`config.mk`:
```
export PLATFORM = sky130hd
export DESIGN_NAME = shr_indirect_bridge
export DESIGN_NICKNAME = d
export VERILOG_FILES = /design/src/rtl/shr_bridge_pkg.sv /design/src/rtl/shr_op_decode.sv /design/src/rtl/shr_host_regs.sv /design/src/rtl/shr_bus_master.sv /design/src/rtl/shr_indirect_bridge.sv
export SDC_FILE = /design/constraint.sdc
export NUM_CORES = 1
export LEC_CHECK = 0
export BUFFER_PORTS_ARGS = -buffer_cell sky130_fd_sc_hd__buf_4
export CELL_PAD_IN_SITES_DETAIL_PLACEMENT = 0
export CELL_PAD_IN_SITES_GLOBAL_PLACEMENT = 1
export CORE_MARGIN = 2
export CORE_UTILIZATION = 37
export CTS_CLUSTER_SIZE = 30
export DETAILED_ROUTE_END_ITERATION = 12
export HOLD_SLACK_MARGIN = 0.06
export PLACE_DENSITY = 0.89
export SLEW_MARGIN = 20
export SYNTH_ARGS = -nofsm -noshare
export SYNTH_HDL_FRONTEND = slang
export SYNTH_SLANG_ARGS = --single-unit
```
`constraint.sdc`:
```
create_clock -name clk -period 1.5 [get_ports clk]
set_input_delay 0.225 -clock clk [delete_from_list [all_inputs] [get_ports clk]]
set_output_delay 0.225 -clock clk [all_outputs]
set_load 0.01 [all_outputs]
```
`src/rtl/shr_bridge_pkg.sv`:
```
// Package: shared field positions, op codes and FSM states of the bridge.
// Assumes the op field is two bits wide and sits above the offset field.
package shr_bridge_pkg;

    // Operation codes carried in the command word
    typedef enum logic [1:0] {
        OP_IDLE0 = 2'd0,
        OP_IDLE1 = 2'd1,
        OP_READ  = 2'd2,
        OP_WRITE = 2'd3
    } shr_op_e;

    // Host word select encoding
    localparam logic SEL_CMD  = 1'b0;
    localparam logic SEL_DATA = 1'b1;

    // Internal bus master states
    typedef enum logic {
        BM_IDLE = 1'b0,
        BM_WAIT = 1'b1
    } bm_state_e;

endpackage

```
`src/rtl/shr_op_decode.sv`:
```
// Module: decodes a host command-word write into an accept strobe and
// read/write start strobes. Assumes the caller supplies the op field and
// offset already sliced out of the host data.
module shr_op_decode
    import shr_bridge_pkg::*;
#(
    parameter int OFFS_W = 16
) (
    input  logic              hst_wen,
    input  logic              hst_sel,
    input  logic [1:0]        op_field,
    input  logic [OFFS_W-1:0] offs_field,
    input  logic              busy,
    output logic              cmd_accept,
    output logic              start_rd,
    output logic              start_wr,
    output logic [OFFS_W-1:0] start_offs
);

    shr_op_e op;

    // Purpose: qualify a command write and split it by operation code
    always_comb begin
        op         = shr_op_e'(op_field);
        cmd_accept = hst_wen && (hst_sel == SEL_CMD) && !busy;
        start_rd   = cmd_accept && (op == OP_READ);
        start_wr   = cmd_accept && (op == OP_WRITE);
        start_offs = offs_field;
    end

endmodule

```
`src/rtl/shr_host_regs.sv`:
```
// Module: holds the host-visible command and data words and drives the
// readback mux. Assumes a completed read always takes priority over a
// host data-word write in the same cycle.
module shr_host_regs
    import shr_bridge_pkg::*;
#(
    parameter int DATA_W = 32
) (
    input  logic              clk,
    input  logic              rst_n,
    input  logic              hst_wen,
    input  logic              hst_sel,
    input  logic [DATA_W-1:0] hst_wdata,
    input  logic              cmd_accept,
    input  logic              busy,
    input  logic              rd_done,
    input  logic [DATA_W-1:0] rd_result,
    output logic [DATA_W-1:0] data_word,
    output logic [DATA_W-1:0] hst_rdata
);

    logic [DATA_W-1:0] cmd_q;
    logic [DATA_W-1:0] data_q;
    logic              data_wr;

    assign data_wr = hst_wen && (hst_sel == SEL_DATA);

    // Purpose: store the command word when the decode accepts it
    always_ff @(posedge clk) begin
        if (!rst_n) begin
            cmd_q <= '0;
        end else if (cmd_accept) begin
            cmd_q <= hst_wdata;
        end
    end

    // Purpose: update the data word; a read result beats a host write
    always_ff @(posedge clk) begin
        if (!rst_n) begin
            data_q <= '0;
        end else if (rd_done) begin
            data_q <= rd_result;
        end else if (data_wr) begin
            data_q <= hst_wdata;
        end
    end

    // Purpose: readback of the selected host word
    always_comb begin
        hst_rdata = (hst_sel == SEL_DATA) ? data_q : cmd_q;
    end

    assign data_word = data_q;

    AST_BUSY_CMD_HELD: assert property (@(posedge clk) disable iff (!rst_n)
        (busy && hst_wen && (hst_sel == SEL_CMD)) |=> $stable(cmd_q));

    AST_RESULT_WINS: assert property (@(posedge clk) disable iff (!rst_n)
        rd_done |=> (data_q == $past(rd_result)));

    AST_DATA_HELD: assert property (@(posedge clk) disable iff (!rst_n)
        (!rd_done && !data_wr) |=> $stable(data_q));

endmodule

```
`src/rtl/shr_bus_master.sv`:
```
// Module: single-outstanding internal register bus master. It latches the
// offset, direction and write data at start, holds the request until ready,
// and reports completion. Assumes one request/ready pair and one clock.
module shr_bus_master
    import shr_bridge_pkg::*;
#(
    parameter int DATA_W = 32,
    parameter int OFFS_W = 16
) (
    input  logic              clk,
    input  logic              rst_n,
    input  logic              start_rd,
    input  logic              start_wr,
    input  logic [OFFS_W-1:0] start_offs,
    input  logic [DATA_W-1:0] start_wdata,
    input  logic              ib_ready,
    output logic              ib_req,
    output logic              ib_we,
    output logic [OFFS_W-1:0] ib_addr,
    output logic [DATA_W-1:0] ib_wdata,
    output logic              busy,
    output logic              rd_done
);

    bm_state_e         state_q;
    logic              we_q;
    logic [OFFS_W-1:0] addr_q;
    logic [DATA_W-1:0] wdata_q;
    logic              done;

    assign done = (state_q == BM_WAIT) && ib_ready;

    // Purpose: request state machine, idle until start, wait until ready
    always_ff @(posedge clk) begin
        if (!rst_n) begin
            state_q <= BM_IDLE;
        end else begin
            case (state_q)
                BM_IDLE: if (start_rd || start_wr) state_q <= BM_WAIT;
                BM_WAIT: if (ib_ready) state_q <= BM_IDLE;
                default: state_q <= BM_IDLE;
            endcase
        end
    end

    // Purpose: capture the access attributes when an access starts
    always_ff @(posedge clk) begin
        if (!rst_n) begin
            we_q    <= 1'b0;
            addr_q  <= '0;
            wdata_q <= '0;
        end else if ((state_q == BM_IDLE) && (start_rd || start_wr)) begin
            we_q    <= start_wr;
            addr_q  <= start_offs;
            wdata_q <= start_wdata;
        end
    end

    assign ib_req   = (state_q == BM_WAIT);
    assign busy     = (state_q == BM_WAIT);
    assign ib_we    = we_q;
    assign ib_addr  = addr_q;
    assign ib_wdata = wdata_q;
    assign rd_done  = done && !we_q;

    AST_REQ_HELD: assert property (@(posedge clk) disable iff (!rst_n)
        (ib_req && !ib_ready) |=> (ib_req && $stable(ib_addr) && $stable(ib_we) && $stable(ib_wdata)));

    AST_REQ_DROPS: assert property (@(posedge clk) disable iff (!rst_n)
        (ib_req && ib_ready) |=> !ib_req);

    AST_STRAY_READY: assert property (@(posedge clk) disable iff (!rst_n)
        (!ib_req && ib_ready) |-> !rd_done);

endmodule

```
`src/rtl/shr_indirect_bridge.sv`:
```
// Module: top of the indirect shared register bridge. It connects the
// command decode, the host word registers and the internal bus master.
// Assumes the host and internal bus share one clock and reset.
module shr_indirect_bridge
    import shr_bridge_pkg::*;
#(
    parameter int DATA_W = 32,
    parameter int OFFS_W = 16,
    parameter int OP_LSB = 28
) (
    input  logic              clk,
    input  logic              rst_n,
    input  logic              hst_wen,
    input  logic              hst_sel,
    input  logic [DATA_W-1:0] hst_wdata,
    output logic [DATA_W-1:0] hst_rdata,
    output logic              busy,
    output logic              ib_req,
    output logic              ib_we,
    output logic [OFFS_W-1:0] ib_addr,
    output logic [DATA_W-1:0] ib_wdata,
    input  logic [DATA_W-1:0] ib_rdata,
    input  logic              ib_ready
);

    localparam int OP_MSB = OP_LSB + 1;

    logic              cmd_accept;
    logic              start_rd;
    logic              start_wr;
    logic [OFFS_W-1:0] start_offs;
    logic [DATA_W-1:0] data_word;
    logic              rd_done;

    shr_op_decode #(.OFFS_W(OFFS_W)) u_dec (
        .hst_wen    (hst_wen),
        .hst_sel    (hst_sel),
        .op_field   (hst_wdata[OP_MSB:OP_LSB]),
        .offs_field (hst_wdata[OFFS_W-1:0]),
        .busy       (busy),
        .cmd_accept (cmd_accept),
        .start_rd   (start_rd),
        .start_wr   (start_wr),
        .start_offs (start_offs)
    );

    shr_host_regs #(.DATA_W(DATA_W)) u_regs (
        .clk        (clk),
        .rst_n      (rst_n),
        .hst_wen    (hst_wen),
        .hst_sel    (hst_sel),
        .hst_wdata  (hst_wdata),
        .cmd_accept (cmd_accept),
        .busy       (busy),
        .rd_done    (rd_done),
        .rd_result  (ib_rdata),
        .data_word  (data_word),
        .hst_rdata  (hst_rdata)
    );

    shr_bus_master #(.DATA_W(DATA_W), .OFFS_W(OFFS_W)) u_bm (
        .clk         (clk),
        .rst_n       (rst_n),
        .start_rd    (start_rd),
        .start_wr    (start_wr),
        .start_offs  (start_offs),
        .start_wdata (data_word),
        .ib_ready    (ib_ready),
        .ib_req      (ib_req),
        .ib_we       (ib_we),
        .ib_addr     (ib_addr),
        .ib_wdata    (ib_wdata),
        .busy        (busy),
        .rd_done     (rd_done)
    );

    AST_START_READ: assert property (@(posedge clk) disable iff (!rst_n)
        (!busy && hst_wen && (hst_sel == SEL_CMD) && (hst_wdata[OP_MSB:OP_LSB] == 2'd2))
        |=> (ib_req && !ib_we && (ib_addr == $past(hst_wdata[OFFS_W-1:0]))));

    AST_START_WRITE: assert property (@(posedge clk) disable iff (!rst_n)
        (!busy && hst_wen && (hst_sel == SEL_CMD) && (hst_wdata[OP_MSB:OP_LSB] == 2'd3))
        |=> (ib_req && ib_we && (ib_wdata == $past(data_word))));

    AST_NOOP_NO_REQ: assert property (@(posedge clk) disable iff (!rst_n)
        (!busy && hst_wen && (hst_sel == SEL_CMD) && !hst_wdata[OP_MSB]) |=> !ib_req);

    AST_BUSY_NO_RESTART: assert property (@(posedge clk) disable iff (!rst_n)
        (busy && !ib_ready) |=> ($stable(ib_addr) && busy));

endmodule

```
==> impl_metrics.csv <==
group,metric,value,unit
outcome,status,"finished, final reports clean",
worst_hold_path,whs_endpoint,"u_regs.cmd_q[17]",
yosys,synth_area_per_cell,8.26,µm²
power_and_ir_drop,comb_power_share,0.113,
worst_setup_path,reg2reg_from,"u_bm.busy",
floorplanning,coreArea,0.0126,mm²
floorplanning,die_h,118,µm
clocking,cts.sinks,114,
cells_and_area,antenna_cells,0,
global_routing,grt_max_degree,55,
floorplanning,dieArea,0.0139,mm²
routing,num_vias,4652,
timing,period_minus_slack,1450,ps
power_and_ir_drop,seq_power_share,0.402,
worst_setup_path,cp-start-kind,"flip-flop",
global_routing,grt_pass1_vias,4512,
routing,ant_nets,0,
place,io_buffers,151,
clocking,cts_tree,"done",
timing,setup_viol,0,
clocking,cts-htree-levels,4,
worst_setup_path,r2r_slack,50,ps
worst_setup_path,critPathMostFrequentCell,"buf_4",
timing,finalClockSkew,8.95,ps
worst_setup_path,arrival,1800,ps
power_and_ir_drop,peakVddDrop,0.633,mV
yosys,yosysWarnings,0,
power_and_ir_drop,p_int,6.18,mW
worst_hold_path,min-delay-path-class,"input pin to flip-flop",
worst_setup_path,crit_path_max_incr_delay,360,ps
worst_setup_path,reg2reg_depth,5,
yosys,yosysTopAreaCellShare,0.476,
yosys,syn_inst,580,
timing,fmax,0.691,GHz
yosys,synth_fp_nets,649,
timing,relSlewSlack,0.780,
clocking,cts_setup_buffers,0,
worst_hold_path,min_path_cells,3,
timing,tightest_slew,330,ps
timing,rsz0062_at_grt,"yes",
place,gp_congestion,0.802,
power_and_ir_drop,p_leak,3.13,nW
routing,drt-initial-drc-count,326,
floorplanning,io_pins,152,
power_and_ir_drop,swShare,0.231,
power_and_ir_drop,pwr-share-clk,0.485,
global_routing,antenna_found_initial,0,
power_and_ir_drop,p_per_area,1160,mW/mm²
global_routing,gr-total-overflow,0,
clocking,clock_latency,410,ps
worst_setup_path,r2r-end,"u_bm.ib_addr[13]",
routing,drc_errors,0,
yosys,ys_types,24,
timing,hold_viol_final,0,
place,place_hpwl,9.68,mm
yosys,synth-seq-cells,114,
worst_setup_path,worst_path_max_delay_cell,"dfxtp_1",
routing,vias_per_cell,5.05,
cells_and_area,drive_above_1_share,0.344,
global_routing,grt_pass1_wl,22.4,mm
flow_run,maxCapViolCount,0,
worst_hold_path,min_from,"hst_wdata[17]",
timing,finalMaxSlewViolations,0,
routing,drt-total-wl,14.1,mm
worst_setup_path,required,1850,ps
yosys,ys_seq_area_frac,0.476,
worst_setup_path,crit_fanout,27,
timing,fin_setup_tns,0,ps
floorplanning,start_util,0.380,
worst_setup_path,end_kind,"flip-flop",
clocking,clk_pin_slew,50,ps
yosys,synth_largest_area_cell,"dfxtp_1",
worst_setup_path,crit_type,"flip-flop to flip-flop",
floorplanning,dieWidth,118,µm
cells_and_area,final_nets,807,
yosys,synth_area,0.00479,mm²
worst_setup_path,cp_cell_sequence,"buf_4 -> nor4bb_4 -> buf_4 -> nand3_1 -> nand2_1",
routing,wl_per_cell,15.3,µm
routing,drtPass1Iterations,4,
clocking,root_buffer,"clkbuf_16",
worst_setup_path,crit_buf_inv,2,
timing,hold_ws,73.0,ps
cells_and_area,areaGrowthSynthToFinish,44.9,%
yosys,netlist_top_cells_area,"dfxtp_1, nand2_1, nand3_1",
global_routing,grt_use_total,0.204,
power_and_ir_drop,power.net_switching,1.86,mW
timing,fin_crit_sh,0.965,
floorplanning,rows,41,
worst_setup_path,crit_family,"buffers and inverters",
clocking,cts_buffers,17,
clocking,clk_path_buf_depth,2,
## flip-flops by register name, summed over array words and instances (netlist names)
| name | count |
|---|---|
| u_bm.ib_wdata | 32 |
| u_bm.busy | 1 |
| u_regs.cmd_q | 32 |
| u_bm.ib_we | 1 |
| u_bm.ib_addr | 16 |
| u_regs.data_word | 32 |
## worst max-delay path by stage
stage	from	endpoint	slack [ps]	depth (start not counted)
finish	u_bm.busy	u_bm.ib_addr[13]	50	5
CTS	u_bm.busy	u_bm.ib_addr[13]	70	5
global route	u_bm.busy	u_bm.ib_addr[4]	-30	5
global placement	u_bm.busy	u_bm.ib_wdata[11]	140	5
floorplan	u_bm.busy	u_regs.cmd_q[9]	250	5
detailed placement	u_bm.busy	u_bm.ib_addr[13]	80	5
## final cells by class
class / instances / area, µm²
flip-flops and latches: 114 / 2280
clock buffers: 27 / 533
well taps: 172 / 215
clock inverters: 4 / 45.0
repair buffers: 194 / 1600
fillers: 1198 / 5670
multi-input cells: 411 / 2270
## placed cells by master (no fill, tap or decap), types with 3 or more instances in the layout
cell type	synthesis	final
a21boi_1	22	22
a21boi_2	9	9
a31oi_1	32	32
buf_12	0	8
buf_4	1	168
clkbuf_1	24	3
clkbuf_16	0	17
clkbuf_8	0	7
clkinv_2	0	3
dfxtp_1	114	114
dlygate4sd3_1	0	18
mux2_2	32	32
nand2_1	166	166
nand2_2	10	10
nand3_1	98	98
o21ai_0	32	32
## tightest hold or removal path, stage by stage
cell,delay [ps]
buf_4,110
nand2_1,50
a21boi_1,50
## layer usage
metal  routed length [µm]  part of all wire  global-route usage  vias to the layer above
li1                     -                 -                   -                     2293
met1                 5930              0.42               0.236                     2173
met2                 7010              0.50               0.346                      163
met3                  982             0.069              0.0635                       23
met4                  223             0.016              0.0911                        0
met5                    0                 0                   0                        -
## cells by family (layout without fill, tap and decap cells)
| family | after synthesis | after routing | share of synthesized area |
|---|---|---|---|
| buffers and inverters | 55 | 225 | 0.0556 |
| and+or+nand+nor | 282 | 282 | 0.260 |
| DFF | 114 | 114 | 0.476 |
| AOI/OAI and AO/OA | 97 | 97 | 0.133 |
| muxes | 32 | 32 | 0.0752 |
## power by group through the flow
stage / combinational, mW / sequential [mW] / clock, mW
3_5_place_dp: 0.871 / 3.29 / 0
5_1_grt: 0.987 / 3.24 / 4.12
4_1_cts: 0.911 / 3.23 / 3.97
3_3_place_gp: 0.854 / 3.29 / 0
6_report: 0.909 / 3.23 / 3.90
2_1_floorplan: 0.432 / 3.28 / 0
## per-stage QoR
stage	area [µm²]	total power [mW]	setup WS (ps)	utilization	cells
6_report	6950	8.04	52.7	0.551	922
5_1_grt	6950	8.36	-26.6	0.551	922
4_1_cts	6940	8.11	69.1	0.550	921
3_5_place_dp	6190	4.16	78.1	0.490	873
3_3_place_gp	6190	4.14	135	0.490	873
2_1_floorplan	4790	3.72	252	-	580
## cell usage after synthesis
library cell / n
nand4bb_1: 1
a21boi_0: 1
buf_6: 4
a21boi_1: 22
nand2_1: 166
and2_1: 1
clkbuf_1: 24
buf_1: 5
nor4bb_1: 1
nand3b_1: 1
a31oi_1: 32
mux2_2: 32
nand3_1: 98
nor2b_1: 1
buf_2: 21
or3b_1: 1
o21ai_0: 32
a21oi_1: 1
nand2b_1: 1
dfxtp_1: 114
nor3b_2: 1
nand2_2: 10
buf_4: 1
a21boi_2: 9
## repair_timing
action	4_1_cts	5_1_grt
endpoints found under the setup margin	0	9
hold buffers	17	1
hold endpoints to repair	17	1
resized for setup	0	0
(Power assumes the default switching activity.)
